[src/rtl/raster_timer.sv]
module raster_timer #(
  parameter int BASE_LINE_T = 224,
  parameter int BASE_LINES  = 312,
  parameter int EXT_LINE_T  = 228,
  parameter int EXT_LINES   = 311,
  parameter int IRQ_T       = 32,
  parameter int CELL_T      = 4,
  localparam int TW = $clog2(EXT_LINE_T > BASE_LINE_T ? EXT_LINE_T : BASE_LINE_T),
  localparam int LW = $clog2(EXT_LINES > BASE_LINES ? EXT_LINES : BASE_LINES)
) (
  input  logic          clk,
  input  logic          rst_n,
  input  logic          mode_ext,
  input  logic          io_wr,
  input  logic [15:0]   io_addr,
  input  logic [7:0]    io_data,
  output logic [TW-1:0] line_t,
  output logic [LW-1:0] line_num,
  output logic          irq,
  output logic [2:0]    border,
  output logic          bank_sel
);
  logic [TW-1:0] t_last;
  logic [LW-1:0] l_last;
  logic [2:0]    fe_q;
  logic          fe_hit, bank_hit, cell_edge;

  assign t_last    = mode_ext ? TW'(EXT_LINE_T - 1) : TW'(BASE_LINE_T - 1);
  assign l_last    = mode_ext ? LW'(EXT_LINES - 1)  : LW'(BASE_LINES - 1);
  assign fe_hit    = io_wr && !io_addr[0];
  assign bank_hit  = io_wr && mode_ext && !io_addr[15] && !io_addr[1];
  assign cell_edge = (32'(line_t) % CELL_T) == 0;
  assign irq       = (line_num == '0) && (32'(line_t) < IRQ_T);

  always_ff @(posedge clk or negedge rst_n) begin
    if (!rst_n) begin
      line_t   <= '0;
      line_num <= '0;
      fe_q     <= '0;
      border   <= '0;
      bank_sel <= 1'b0;
    end else begin
      if (line_t >= t_last) begin
        line_t   <= '0;
        line_num <= (line_num >= l_last) ? '0 : line_num + 1'b1;
      end else begin
        line_t <= line_t + 1'b1;
      end
      if (fe_hit)    fe_q     <= io_data[2:0];
      if (cell_edge) border   <= fe_q;
      if (bank_hit)  bank_sel <= io_data[3];
    end
  end

  p_twrap_r2: assert property (@(posedge clk) disable iff (!rst_n)
    (line_t == t_last) |=> (line_t == '0));
  p_tstep_r2: assert property (@(posedge clk) disable iff (!rst_n)
    (line_t != t_last) |=> (line_t == $past(line_t) + 1'b1));
  p_line_hold_r3: assert property (@(posedge clk) disable iff (!rst_n)
    (line_t != t_last) |=> $stable(line_num));
  p_line_wrap_r3: assert property (@(posedge clk) disable iff (!rst_n)
    (line_t == t_last && line_num == l_last) |=> (line_num == '0));
  p_irq_start_r4: assert property (@(posedge clk) disable iff (!rst_n)
    $rose(irq) |-> (line_num == '0 && line_t == '0));
  p_irq_end_r4: assert property (@(posedge clk) disable iff (!rst_n)
    $fell(irq) |-> (32'(line_t) == IRQ_T));
  p_border_hold_r6: assert property (@(posedge clk) disable iff (!rst_n)
    !cell_edge |=> $stable(border));
  p_bank_base_r8: assert property (@(posedge clk) disable iff (!rst_n)
    !mode_ext |=> $stable(bank_sel));
  p_bank_apply_r7: assert property (@(posedge clk) disable iff (!rst_n)
    bank_hit |=> (bank_sel == $past(io_data[3])));
endmodule

[config.mk]
export PLATFORM = sky130hd
export DESIGN_NAME = raster_timer
export DESIGN_NICKNAME = d
export VERILOG_FILES = /design/src/rtl/raster_timer.sv
export SDC_FILE = /design/constraint.sdc
export NUM_CORES = 1
export LEC_CHECK = 0
export BUFFER_PORTS_ARGS = -buffer_cell sky130_fd_sc_hd__buf_2
export CAP_MARGIN = 20
export CORE_ASPECT_RATIO = 1.25
export CORE_MARGIN = 3
export CORE_UTILIZATION = 43
export CTS_CLUSTER_SIZE = 10
export DETAILED_ROUTE_END_ITERATION = 7
export PLACE_DENSITY_LB_ADDON = 0.2
export SLEW_MARGIN = 5
export SYNTH_ARGS = -nofsm -noshare
export SYNTH_HDL_FRONTEND = slang
export SYNTH_SLANG_ARGS = --single-unit
[constraint.sdc]
create_clock -name clk -period 2.4 [get_ports clk]
set_clock_uncertainty 0.1 [all_clocks]
set_input_delay 0.6 -clock clk [delete_from_list [all_inputs] [get_ports clk]]
set_output_delay 0.6 -clock clk [all_outputs]
set_load 0.02 [all_outputs]
[Word-level counts from Yosys, hierarchy flattened]
Cells that the tools add are included.
Cells by class
  add/sub/neg operators: 2
  $lt $le $gt $ge: 3
  mux-type cells: 4
  reductions and logical operators: 10
Operators with widths (number)
  $logic_not 32->1: 1
  $add 9x1->9 const B: 1
  $ge 9x9->1: 1
  $logic_not 9->1: 1
  $mux 9: 1
  $add 8x1->8 const B: 1
  $ge 8x8->1: 1
  $lt 8x6->1 const B: 1
  $mux 8: 1
  $mux 6: 1
  $logic_and 1x1->1: 5
  $logic_not 1->1: 3
  $mux 1: 1
Storage, ports and cells
  register bits after elaboration: 24
  input bits: 28
  output and inout bits: 22
  logic and storage cells: 24

[Logic depth before layout (Yosys ltp)]
  depth after elaboration: 3
  mapped depth: 6
  mapped depth without buffers: 6

[Worst setup path after synthesis]
Ideal clock, no wire load.
  kind: flip-flop to output port
  start point: reg line_t[7]
  end point: out irq
  data arrival time: 1514 ps
  required time: 1700 ps
  setup slack: 186 ps
  stages on the path, launching flop included: 4
  buffers on the path: 0
  path through: dfrtp_1 > nor4_1 > nand4b_1 > nor4_1
Between the ends
  word-level cells in the longest chain between the ends: 2
RTL lines
  start, declared: line 17  | output logic [TW-1:0] line_t,
  start signal, assigned: line 47  | line_t <= line_t + 1'b1;
  $lt 8x6->1: line 33  | assign irq = (line_num == '0) && (32'(line_t) < IRQ_T);
  $logic_and 1x1->1: line 33
  end, declared: line 19  | output logic irq,
Every way passes these cells.

[Worst setup path in the final report]
  start point: reg line_num[5]
  end point: out irq
Between the ends
  word-level cells in the longest chain between the ends: 2
RTL lines
  start, declared: line 18  | output logic [LW-1:0] line_num,
  start signal, assigned: line 45  | line_num <= (line_num >= l_last) ? '0 : line_num + 1'b1;
  $logic_not 9->1: line 33
  $logic_and 1x1->1: line 33
Every way passes these cells.

==> summary.md <==
| Metric | Value |
|---|---|
| Status | completed |
| Post-place setup slack | 0.2170 ns |
| Iter 0 DRT Violations | 15 |
| Slew margin rel. | between 60% and 70% |
| Io pins | 50 |
| Warnings from Yosys | 0 |
| CTS Buf Count | 3 |
| Placed Instances | 204 |
| Fin crit share | 95.62% |
| Synth Area in Simple Gates | 17.95% |
| Max rail drop VDD | 293.2 uV |
| Hold Path Class | input port to asynchronous set/reset pin |
| Multi-input combinational cell area | 721.9 sq um |
| Register area | 601.8 sq um |
| Multiplexer share of the synthesized area | 6.568% |
| Final HPWL DP | 2.268 mm |
| Later-pin clock latency in the skew report | 0.31 ns |
| Synth Cell Area | 1353 sq um |
| Mapped Cells | 131 |
| Flop pwr share | 53.5% |
| Die height | 68.71 um |
| Vias per cell | 5.558 |
| CTS clk-pin slew, worst paths | 0.13 ns |
| Xor and xnor area share after synthesis | 3.238% |
| Final setup TNS | 0 ns |
| Clock period minus worst slack | 2.295 ns |
| Clock network fraction of design power | 36.3% |
| CP Data Required Time | 1.70 ns |
| Adder-Cell Fraction of Synth Area | 8.326% |
| Commonest register cell after synthesis | dfrtp_1 |
| CP endpoint kind | output pin |
| Compound-Gate Fraction of Synth Area | 17.30% |
| First-pass GRT wire length | 5.057 mm |
| Switching share of power | between 20% and 30% |
| Synth cell types | 33 |
| Sequential area share after synthesis | 44.40% |
| Static leakage | between 0.7 and 0.8 nW |
| Port buffer count | 32 |
| Asr flop ratio synth | 100.0% |
| Startpoint types | register |
| Syn_area_per_cell | 10.32 sq um |
| Most frequent cells in the layout | buf_2 (32), dfrtp_1 (23), o211ai_1 (11) |
| Final instance area | 1649 sq um |
| Flops & latches, synth | 24 |
| CTS tree | done |
| Drc violations | 0 |
| Initial Util | 45.50% |
| Pins over their slew limit | 0 |
| Initial antenna violation count | 0 |
| Antenna Nets Post-Route | 0 |
| Setup ws final | 0.1051 ns |
| Main combinational cell family by area after synthesis | simple AND/OR/NAND/NOR gates |
| Max Fanout on Critical Path | 7 |
| Area Overhead vs Synth | 21.92% |
| Crit Path Class | register to output pin |
| # fillers | 274 |
| Antenna Cells | 0 |
| Commonest non-fill, non-tap cell in the layout | buf_2 |
| Syn_nets | approximately 170 |
| Post-DP Area | 1595 sq um |
| Gr ovfl total | 0 |
| CORE AREA | slightly below 3000 sq um |
| H-tree depth | 1 |
| Width of the die | approximately 56 um |
| PwrDens | 488.9 nW/um^2 |
| Internal | 0.0006281 W |
| MaxCap Viol Count | 0 |
| Drt pass-1 iters | 4 |
| WL/cell | 14.28 um |
| Largest net degree at the start of global routing | 25 |
| Share of cells above drive strength 1 | 31.98% |
| Vias in the first global route | 1112 |
| CTS root buffer | clkbuf_4 |
| Post-layout nets | 210 |
| RSZ-0062 raised after global routing | false |
| Net Switching | 0.0001781 W |
| F_max | 435.7 MHz |
| Die area | around 3900 sq um |
| GP Congestion | 0.7549 |
| EDFF count, synth | 0 |
| Crit path arrival time | between 1.5 and 2 ns |
| Power Total | 0.0008062 W |
| Post-Layout Cell Count | 208 |
| Final WL | 2.970 mm |
| Logic pwr share | a little over 10% |
| Final setup vio count | 0 |
| Worst slew pin tran | 0.5424 ns |
| Final Hold Fails | 0 |
| Clk buf depth | 2 |
| Vias | 1156 |
| Placement row count | 22 |
| GRT Util Overall | between 10% and 20% |
| Sink Count | 24 |
| Setup Buffers After CTS | 0 |
final timing paths:
kind / slack (ns) / startpoint / end / cells past startpoint
max: 0.11 / line_num[5]$_DFFE_PN0P_ / irq / 4
min: 0.15 / rst_n / line_num[3]$_DFFE_PN0P_ / 1
max reg2reg: 0.51 / line_t[0]$_DFF_PN0_ / line_num[3]$_DFFE_PN0P_ / 6
min reg2reg: 0.42 / border[1]$_DFFE_PN0N_ / border[1]$_DFFE_PN0N_ / 1
max in group asynchronous: 1.67 / rst_n / line_t[6]$_DFF_PN0_ / 1
min in group clk: 0.41 / io_data[1] / fe_q[1]$_DFFE_PN0P_ / 2
what timing repair did:
| action | 4_1_cts | 5_1_grt |
|---|---|---|
| hold buffers | 0 | 0 |
| setup endpoints to repair | 0 | 1 |
| gates resized for setup | 0 | 1 |
logic make-up after synthesis:
kind of cell | after synthesis
compound gates | 31
xor+xnor | 5
fa+ha+maj | 9
buf+inv | 8
flops | 24
mux | 8
simple gates | 46
through the flow:
step	util (%)	hold slack, ns
final	55.47	0.1463
after global routing	55.47	0.1606
after CTS	55.43	0.1497
after detailed placement	53.66	0.3927
after global placement	53.66	0.3841
after floorplan	-	0.2044
per-layer routing:
layer | up-vias | GRT usage, % | wire [um]
met1 | 558 | 18.01 | 1169
met2 | 30 | 33.63 | 1639
met4 | 0 | 7.418 | 51
met3 | 6 | 1.862 | 111
met5 | - | 0 | 0
li1 | 562 | - | -
worst max-delay path: stages, from the launching register on:
cell,delay (ns)
dfrtp_1,0.46
nor4_1,0.32
nand4b_1,0.13
nor4_1,0.16
buf_2,0.20
sequential cells by signal, summed over array words and instances, names as in the netlist:
register / flops
line_num: 9
bank_sel: 1
line_t: 8
fe_q: 3
border: 3
cells in the mapped netlist (all sizes together) (3+ instances only):
library cell	n	share of area, %
nand2	6	1.7
inv	8	2.2
or3	4	2.2
nor4	3	1.4
xor2	3	1.9
mux2	7	5.8
nand2b	3	1.4
o211ai	11	6.1
ha	9	8.3
nor2	11	3.2
o21ai	10	3.7
a21oi	3	1.1
nand3	8	3.0
dfrtp	24	44
nor2b	3	1.4
area by class of cell:
| class | instances | share of cell area, % |
|---|---|---|
| timing repair buffer | 37 | 11.99 |
| tap | 36 | 2.731 |
| inverter | 8 | 1.821 |
| multi-input combinational | 99 | 43.78 |
| clock buffer | 3 | 1.366 |
| clock inverter | 1 | 1.821 |
| sequential | 24 | 36.49 |
power groups by stage:
stage | clock [W] | combinational (W) | sequential [W]
CTS | 0.000305 | 0.0000849 | 0.000432
global placement | 0 | 0.0000818 | 0.000438
global route | 0.000319 | 0.0000922 | 0.000434
detailed placement | 0 | 0.0000846 | 0.000440
floorplan | 0 | 0.0000312 | 0.000452
finish | 0.000292 | 0.0000825 | 0.000431
Power figures use the tool's default switching activity.
